[config.mk]
export PLATFORM = sky130hd
export DESIGN_NAME = dma_req_arbiter
export DESIGN_NICKNAME = d
export VERILOG_FILES = /design/src/rtl/dma_arb_pkg.sv /design/src/rtl/dma_src_chan.sv /design/src/rtl/dma_prio_enc.sv /design/src/rtl/dma_seq.sv /design/src/rtl/dma_req_arbiter.sv
export SDC_FILE = /design/constraint.sdc
export NUM_CORES = 1
export LEC_CHECK = 0
export BUFFER_PORTS_ARGS = -buffer_cell sky130_fd_sc_hd__buf_2
export CAP_MARGIN = 10
export CORE_AREA = 3 3 53 67
export DETAILED_ROUTE_END_ITERATION = 8
export DIE_AREA = 0 0 56 70
export GPL_TIMING_DRIVEN = 1
export REMOVE_ABC_BUFFERS = 1
export SKIP_LAST_GASP = 1
export SYNTH_ARGS = -nofsm -noshare
export SYNTH_HDL_FRONTEND = slang
export SYNTH_SLANG_ARGS = --single-unit
export TNS_END_PERCENT = 10
[constraint.sdc]
create_clock -name clk -period 2.6 [get_ports clk]
set_clock_uncertainty 0.05 [all_clocks]
set_input_delay 0.13 -clock clk [delete_from_list [all_inputs] [get_ports clk]]
set_output_delay 0.13 -clock clk [all_outputs]
set_load 0.005 [all_outputs]
[src/rtl/dma_arb_pkg.sv]
package dma_arb_pkg;

    localparam int unsigned DEF_NUM_CH  = 4;
    localparam int unsigned DEF_NUM_SRC = 4;

    typedef enum logic [1:0] {
        SQ_IDLE  = 2'd0,
        SQ_GRANT = 2'd1,
        SQ_WAIT  = 2'd2
    } seq_state_e;

    // Per-channel event record produced by the source stage
    typedef struct packed {
        logic rise;   // selected line went 0 -> 1
        logic arm;    // rise destined for arbitration
        logic intr;   // rise destined for interrupt
    } chan_evt_t;

    function automatic chan_evt_t classify_edge(input logic cur, input logic prev,
                                                input logic byp);
        chan_evt_t e;
        e.rise = cur & ~prev;
        e.arm  = e.rise & ~byp;
        e.intr = e.rise & byp;
        return e;
    endfunction

endpackage

[src/rtl/dma_src_chan.sv]
module dma_src_chan
    import dma_arb_pkg::*;
#(
    parameter int unsigned NUM_SRC = DEF_NUM_SRC,
    localparam int unsigned SEL_W  = (NUM_SRC > 1) ? $clog2(NUM_SRC) : 1
) (
    input  logic               clk,
    input  logic               rst,
    input  logic [NUM_SRC-1:0] src,
    input  logic [SEL_W-1:0]   sel,
    input  logic               byp,
    input  logic               clr,
    output logic               pend,
    output logic               irq
);

    logic      sel_line;
    logic      prev_q;
    logic      defer_q;
    logic      pend_q;
    logic      irq_q;
    chan_evt_t evt;

    assign sel_line = src[sel];
    assign evt      = classify_edge(sel_line, prev_q, byp);

    always_ff @(posedge clk) begin
        if (rst) begin
            prev_q  <= 1'b0;
            defer_q <= 1'b0;
            pend_q  <= 1'b0;
            irq_q   <= 1'b0;
        end else begin
            prev_q  <= sel_line;
            irq_q   <= evt.intr;
            // completion wins; a coinciding edge is replayed next cycle
            defer_q <= clr & evt.arm;
            if (clr) pend_q <= 1'b0;
            else     pend_q <= pend_q | evt.arm | defer_q;
        end
    end

    assign pend = pend_q;
    assign irq  = irq_q;

endmodule

[src/rtl/dma_prio_enc.sv]
module dma_prio_enc #(
    parameter int unsigned NUM_CH = 4,
    localparam int unsigned CH_W  = (NUM_CH > 1) ? $clog2(NUM_CH) : 1
) (
    input  logic [NUM_CH-1:0] req,
    output logic              any,
    output logic [CH_W-1:0]   idx
);

    always_comb begin
        any = |req;
        idx = '0;
        // scan downward so the lowest set index is the last written
        for (int i = NUM_CH - 1; i >= 0; i--) begin
            if (req[i]) idx = CH_W'(i);
        end
    end

endmodule

[src/rtl/dma_seq.sv]
module dma_seq
    import dma_arb_pkg::*;
#(
    parameter int unsigned NUM_CH = DEF_NUM_CH,
    localparam int unsigned CH_W  = (NUM_CH > 1) ? $clog2(NUM_CH) : 1
) (
    input  logic              clk,
    input  logic              rst,
    input  logic              any,
    input  logic [CH_W-1:0]   win_idx,
    input  logic              done,
    output logic              valid,
    output logic [CH_W-1:0]   ch,
    output logic [NUM_CH-1:0] clr,
    output logic [NUM_CH-1:0] ack
);

    seq_state_e          state_q, state_d;
    logic [CH_W-1:0]     ch_q;
    logic [NUM_CH-1:0]   ack_q;
    logic                finish;

    assign valid  = (state_q != SQ_IDLE);
    assign finish = valid & done;
    assign clr    = finish ? (NUM_CH'(1) << ch_q) : '0;

    always_comb begin
        state_d = state_q;
        unique case (state_q)
            SQ_IDLE:  if (any)  state_d = SQ_GRANT;
            SQ_GRANT: state_d = done ? SQ_IDLE : SQ_WAIT;
            SQ_WAIT:  if (done) state_d = SQ_IDLE;
            default:  state_d = SQ_IDLE;
        endcase
    end

    always_ff @(posedge clk) begin
        if (rst) begin
            state_q <= SQ_IDLE;
            ch_q    <= '0;
            ack_q   <= '0;
        end else begin
            state_q <= state_d;
            ack_q   <= clr;
            if (state_q == SQ_IDLE && any) ch_q <= win_idx;
        end
    end

    assign ch  = ch_q;
    assign ack = ack_q;

endmodule

[src/rtl/dma_req_arbiter.sv]
module dma_req_arbiter
    import dma_arb_pkg::*;
#(
    parameter int unsigned NUM_CH  = DEF_NUM_CH,
    parameter int unsigned NUM_SRC = DEF_NUM_SRC,
    localparam int unsigned SEL_W  = (NUM_SRC > 1) ? $clog2(NUM_SRC) : 1,
    localparam int unsigned CH_W   = (NUM_CH > 1) ? $clog2(NUM_CH) : 1
) (
    input  logic                      clk,
    input  logic                      rst,
    input  logic [NUM_CH*NUM_SRC-1:0] src_req_i,
    input  logic [NUM_CH*SEL_W-1:0]   src_sel_i,
    input  logic [NUM_CH-1:0]         ch_en_i,
    input  logic [NUM_CH-1:0]         ch_byp_i,
    input  logic                      xfer_done_i,
    output logic                      req_valid_o,
    output logic [CH_W-1:0]           req_ch_o,
    output logic [NUM_CH-1:0]         ch_acks_o,
    output logic [NUM_CH-1:0]         ch_irq_o
);

    logic [NUM_CH-1:0] pend_w;
    logic [NUM_CH-1:0] clr_w;
    logic [NUM_CH-1:0] active_w;
    logic              any_w;
    logic [CH_W-1:0]   win_w;

    for (genvar c = 0; c < NUM_CH; c++) begin : g_chan
        dma_src_chan #(.NUM_SRC(NUM_SRC)) u_chan (
            .clk  (clk),
            .rst  (rst),
            .src  (src_req_i[c*NUM_SRC +: NUM_SRC]),
            .sel  (src_sel_i[c*SEL_W +: SEL_W]),
            .byp  (ch_byp_i[c]),
            .clr  (clr_w[c]),
            .pend (pend_w[c]),
            .irq  (ch_irq_o[c])
        );
    end

    assign active_w = pend_w & ch_en_i;

    dma_prio_enc #(.NUM_CH(NUM_CH)) u_enc (
        .req (active_w),
        .any (any_w),
        .idx (win_w)
    );

    dma_seq #(.NUM_CH(NUM_CH)) u_seq (
        .clk     (clk),
        .rst     (rst),
        .any     (any_w),
        .win_idx (win_w),
        .done    (xfer_done_i),
        .valid   (req_valid_o),
        .ch      (req_ch_o),
        .clr     (clr_w),
        .ack     (ch_acks_o)
    );

endmodule

==> run summary <==
Outcome: finished, final reports clean
Postcts setup bufs: 0
RSZ-0062 raised after global routing: false
Mapped Area: 0.00101 sq mm
Max-slew violation count: 0
Worst Hold Class: in2reg
Initial core utilization: 0.340
Worst-path clk slew: 0.13 ns
Post-synth ARST share: 0
Adder-Cell Fraction of Synth Area: 0
Non-Filler Instances: 187
Pre-Repair DR Iteration Count: 4
XOR/XNOR Fraction of Synth Area: 0.00865
Top_reg_cell synth: dfxtp_1
CTS Sinks: 24
Setup TNS: 0 ns
Net Sw Frac: 0.242
Syn Inst Count: 105
Depth of the worst register-to-register path: 5
Diodes inserted: 0
Multiplexer share of the synthesized area: 0.0865
Commonest non-fill, non-tap cell in the layout: buf_2
PortBufs: 45
Initial antenna violation count: 0
P_sw: 172 uW
Combinational fraction of design power: 0.168
Vias in the first global route: 953
# IOs: 46
Clk pwr share: 0.267
Avg WL per Cell: 11.8 um
H-tree depth: 1
Via density: 4.87
Register area share after synthesis: 0.475
TritonCTS clock tree: built
DP Cell Count: 179
DIE AREA: 0.00392 sq mm
PostCTS Resize Cnt: 0
VDD IR-drop max: 0.199 mV
DP Worst Slack: 1.24 ns
Fmax: 719 MHz
Simple-Gate Fraction of Synth Area: 0.262
Count of cell types in the netlist: 32
CP max-delay cell: dfxtp_1
Clock Path Buffers: 2
Flop pwr share: 0.564
Fin nets: 187
Pleak: 0.000568 uW
Number of flops mapped to enable cells by yosys: 0
Hold Path Stages: 3
Share of layout cells above drive strength 1: 0.404
Synthesized flop and latch total: 24
Worst endpoint required time: 2.81 ns
Worst slew pin tran: 0.368 ns
Chip width: 56 um
First-pass GRT wire length: 3.87 mm
Setup Viol. Count Final: 0
# Max-Cap Violations: 0
Startpoint types: register
Global Route Usage Sum: 0.119
Critical path arrival: 1.60 ns
Fillcell total: 316
Number of remaining DRC errors: 0
# rows: 22
CTS root buffer: clkbuf_4
Slew Limit Headroom: 0.754
Minimum clock period: 1.39 ns
Setup CP Type: reg2reg
Die Span Y: 70 um
Crit-path cells: nor2_4 -> inv_2 -> a41o_1 -> a221o_1 -> a21oi_2
Period Utilization, post-route: 0.535
CTS buffer count: 3
Maximum fanout along the worst path: 6
Worst setup EP type: register
Antenna Violating Nets Remaining: 0
Core area: 0.00297 sq mm
Placer Congestion: 0.747
Via count: 911
Total grt overflow: 0
Fin Hold WS: 0.0178 ns
Internal power: 537 uW
Hold violation count in the final report: 0
Final wirelength: 2.22 mm
Area growth syn-to-layout: 30.0%
Most frequent cells in the layout: 45 x buf_2, 24 x dfxtp_1, 13 x nor2_1
Insertion delay to the later sink of the worst-skew pair: 0.31 ns
Largest family of logic cells by synthesized area: simple AND/OR/NAND/NOR gates
Drt initial violations: 18
Synth Area in Compound Gates: 0.122
Avg Cell Area, Syn: 9.64 sq um
Worst path max stage delay: 0.36 ns
Largest net degree at the start of global routing: 19
HPWL after DPL: 1.81 mm
Setup slack after layout: 1.21 ns
Synth warnings: 0
Power per cell area: 538 mW/mm^2
[area by class of cell]
cell class | count | area [sq um] | share of cell area
repair buffers | 49 | 265 | 0.202
inverters | 1 | 3.75 | 0.00285
clock buffers | 4 | 36.3 | 0.0276
flip-flops and latches | 24 | 480 | 0.365
multi-input cells | 73 | 485 | 0.369
well taps | 36 | 45.0 | 0.0342
[through the flow]
| stage | util | power [uW] | cell area, sq um |
|---|---|---|---|
| after floorplan | - | 470 | 970 |
| after global placement | 0.417 | 518 | 1240 |
| after detailed placement | 0.417 | 524 | 1240 |
| after CTS | 0.443 | 718 | 1320 |
| after global routing | 0.443 | 751 | 1320 |
| final | 0.443 | 709 | 1320 |
[worst max-delay path: cells and delay by family (launching register included)]
family	cells	cell delay, ns
AO/OA/AOI/OAI	3	0.66
flip-flops	1	0.36
AND/OR/NAND/NOR	1	0.18
buffers and inverters	1	0.08
[cell usage after synthesis (2+ instances only)]
library cell,count,area share
nor3b_1,5,0.037
nor2_1,13,0.048
nor4_1,2,0.012
nor2b_1,3,0.019
nor3_1,6,0.030
nand2_1,8,0.030
a2bb2oi_1,2,0.017
or2_2,3,0.019
a21oi_1,3,0.015
a211oi_1,5,0.037
mux2_2,4,0.044
nand2b_1,4,0.025
buf_4,4,0.030
mux2i_1,2,0.020
dfxtp_1,24,0.47
[power by group through the flow]
stage	clock network, uW	registers (uW)	logic, uW
finish	190	400	119
global route	213	403	135
CTS	197	400	121
detailed placement	0	409	116
global placement	0	407	111
floorplan	0	406	64.1
[repair_timing]
item | in CTS | in global routing
hold buffers | 4 | 0
setup endpoints to repair | 0 | 0
hold endpoints to repair | 4 | 0
[kinds of logic (layout without fill, tap and decap cells)]
kind of cell              count (synthesis)  in the layout
muxes                                     7              7
DFF                                      24             24
buffers and inverters                     8             54
and+or+nand+nor                          49             49
AOI/OAI and AO/OA                        16             16
xor gates and xnor gates                  1              1
[sequential cells by signal, indices dropped and copies added (netlist names)]
| signal | flops |
|---|---|
| u_seq.ack | 4 |
| g_chan.u_chan.pend | 4 |
| g_chan.u_chan.irq | 4 |
| u_seq.ch | 2 |
| g_chan.u_chan.prev_q | 4 |
| g_chan.u_chan.defer_q | 4 |
| u_seq.state_q | 2 |
[path summary, 6_finish.rpt]
| check | slack (ns) | to | startpoint |
|---|---|---|---|
| worst max register to register | 1.21 | u_seq.ch[0]$_SDFFE_PP0P_ | u_seq.state_q[1]$_SDFFE_PP0P_ |
| worst min register to register | 0.41 | g_chan[3].u_chan.pend$_SDFF_PP0_ | g_chan[3].u_chan.defer_q$_SDFF_PP0_ |
| worst max-delay path | 1.21 | u_seq.ch[0]$_SDFFE_PP0P_ | u_seq.state_q[1]$_SDFFE_PP0P_ |
| worst min-delay path | 0.02 | g_chan[2].u_chan.prev_q$_SDFF_PP0_ | src_sel_i[4] |
[metal layers]
metal / part of all wire / GRT usage
met5: 0 / 0
met4: 0.014 / 0.0475
met3: 0.058 / 0.0203
met2: 0.51 / 0.218
met1: 0.42 / 0.133
Power figures use the tool's default switching activity.
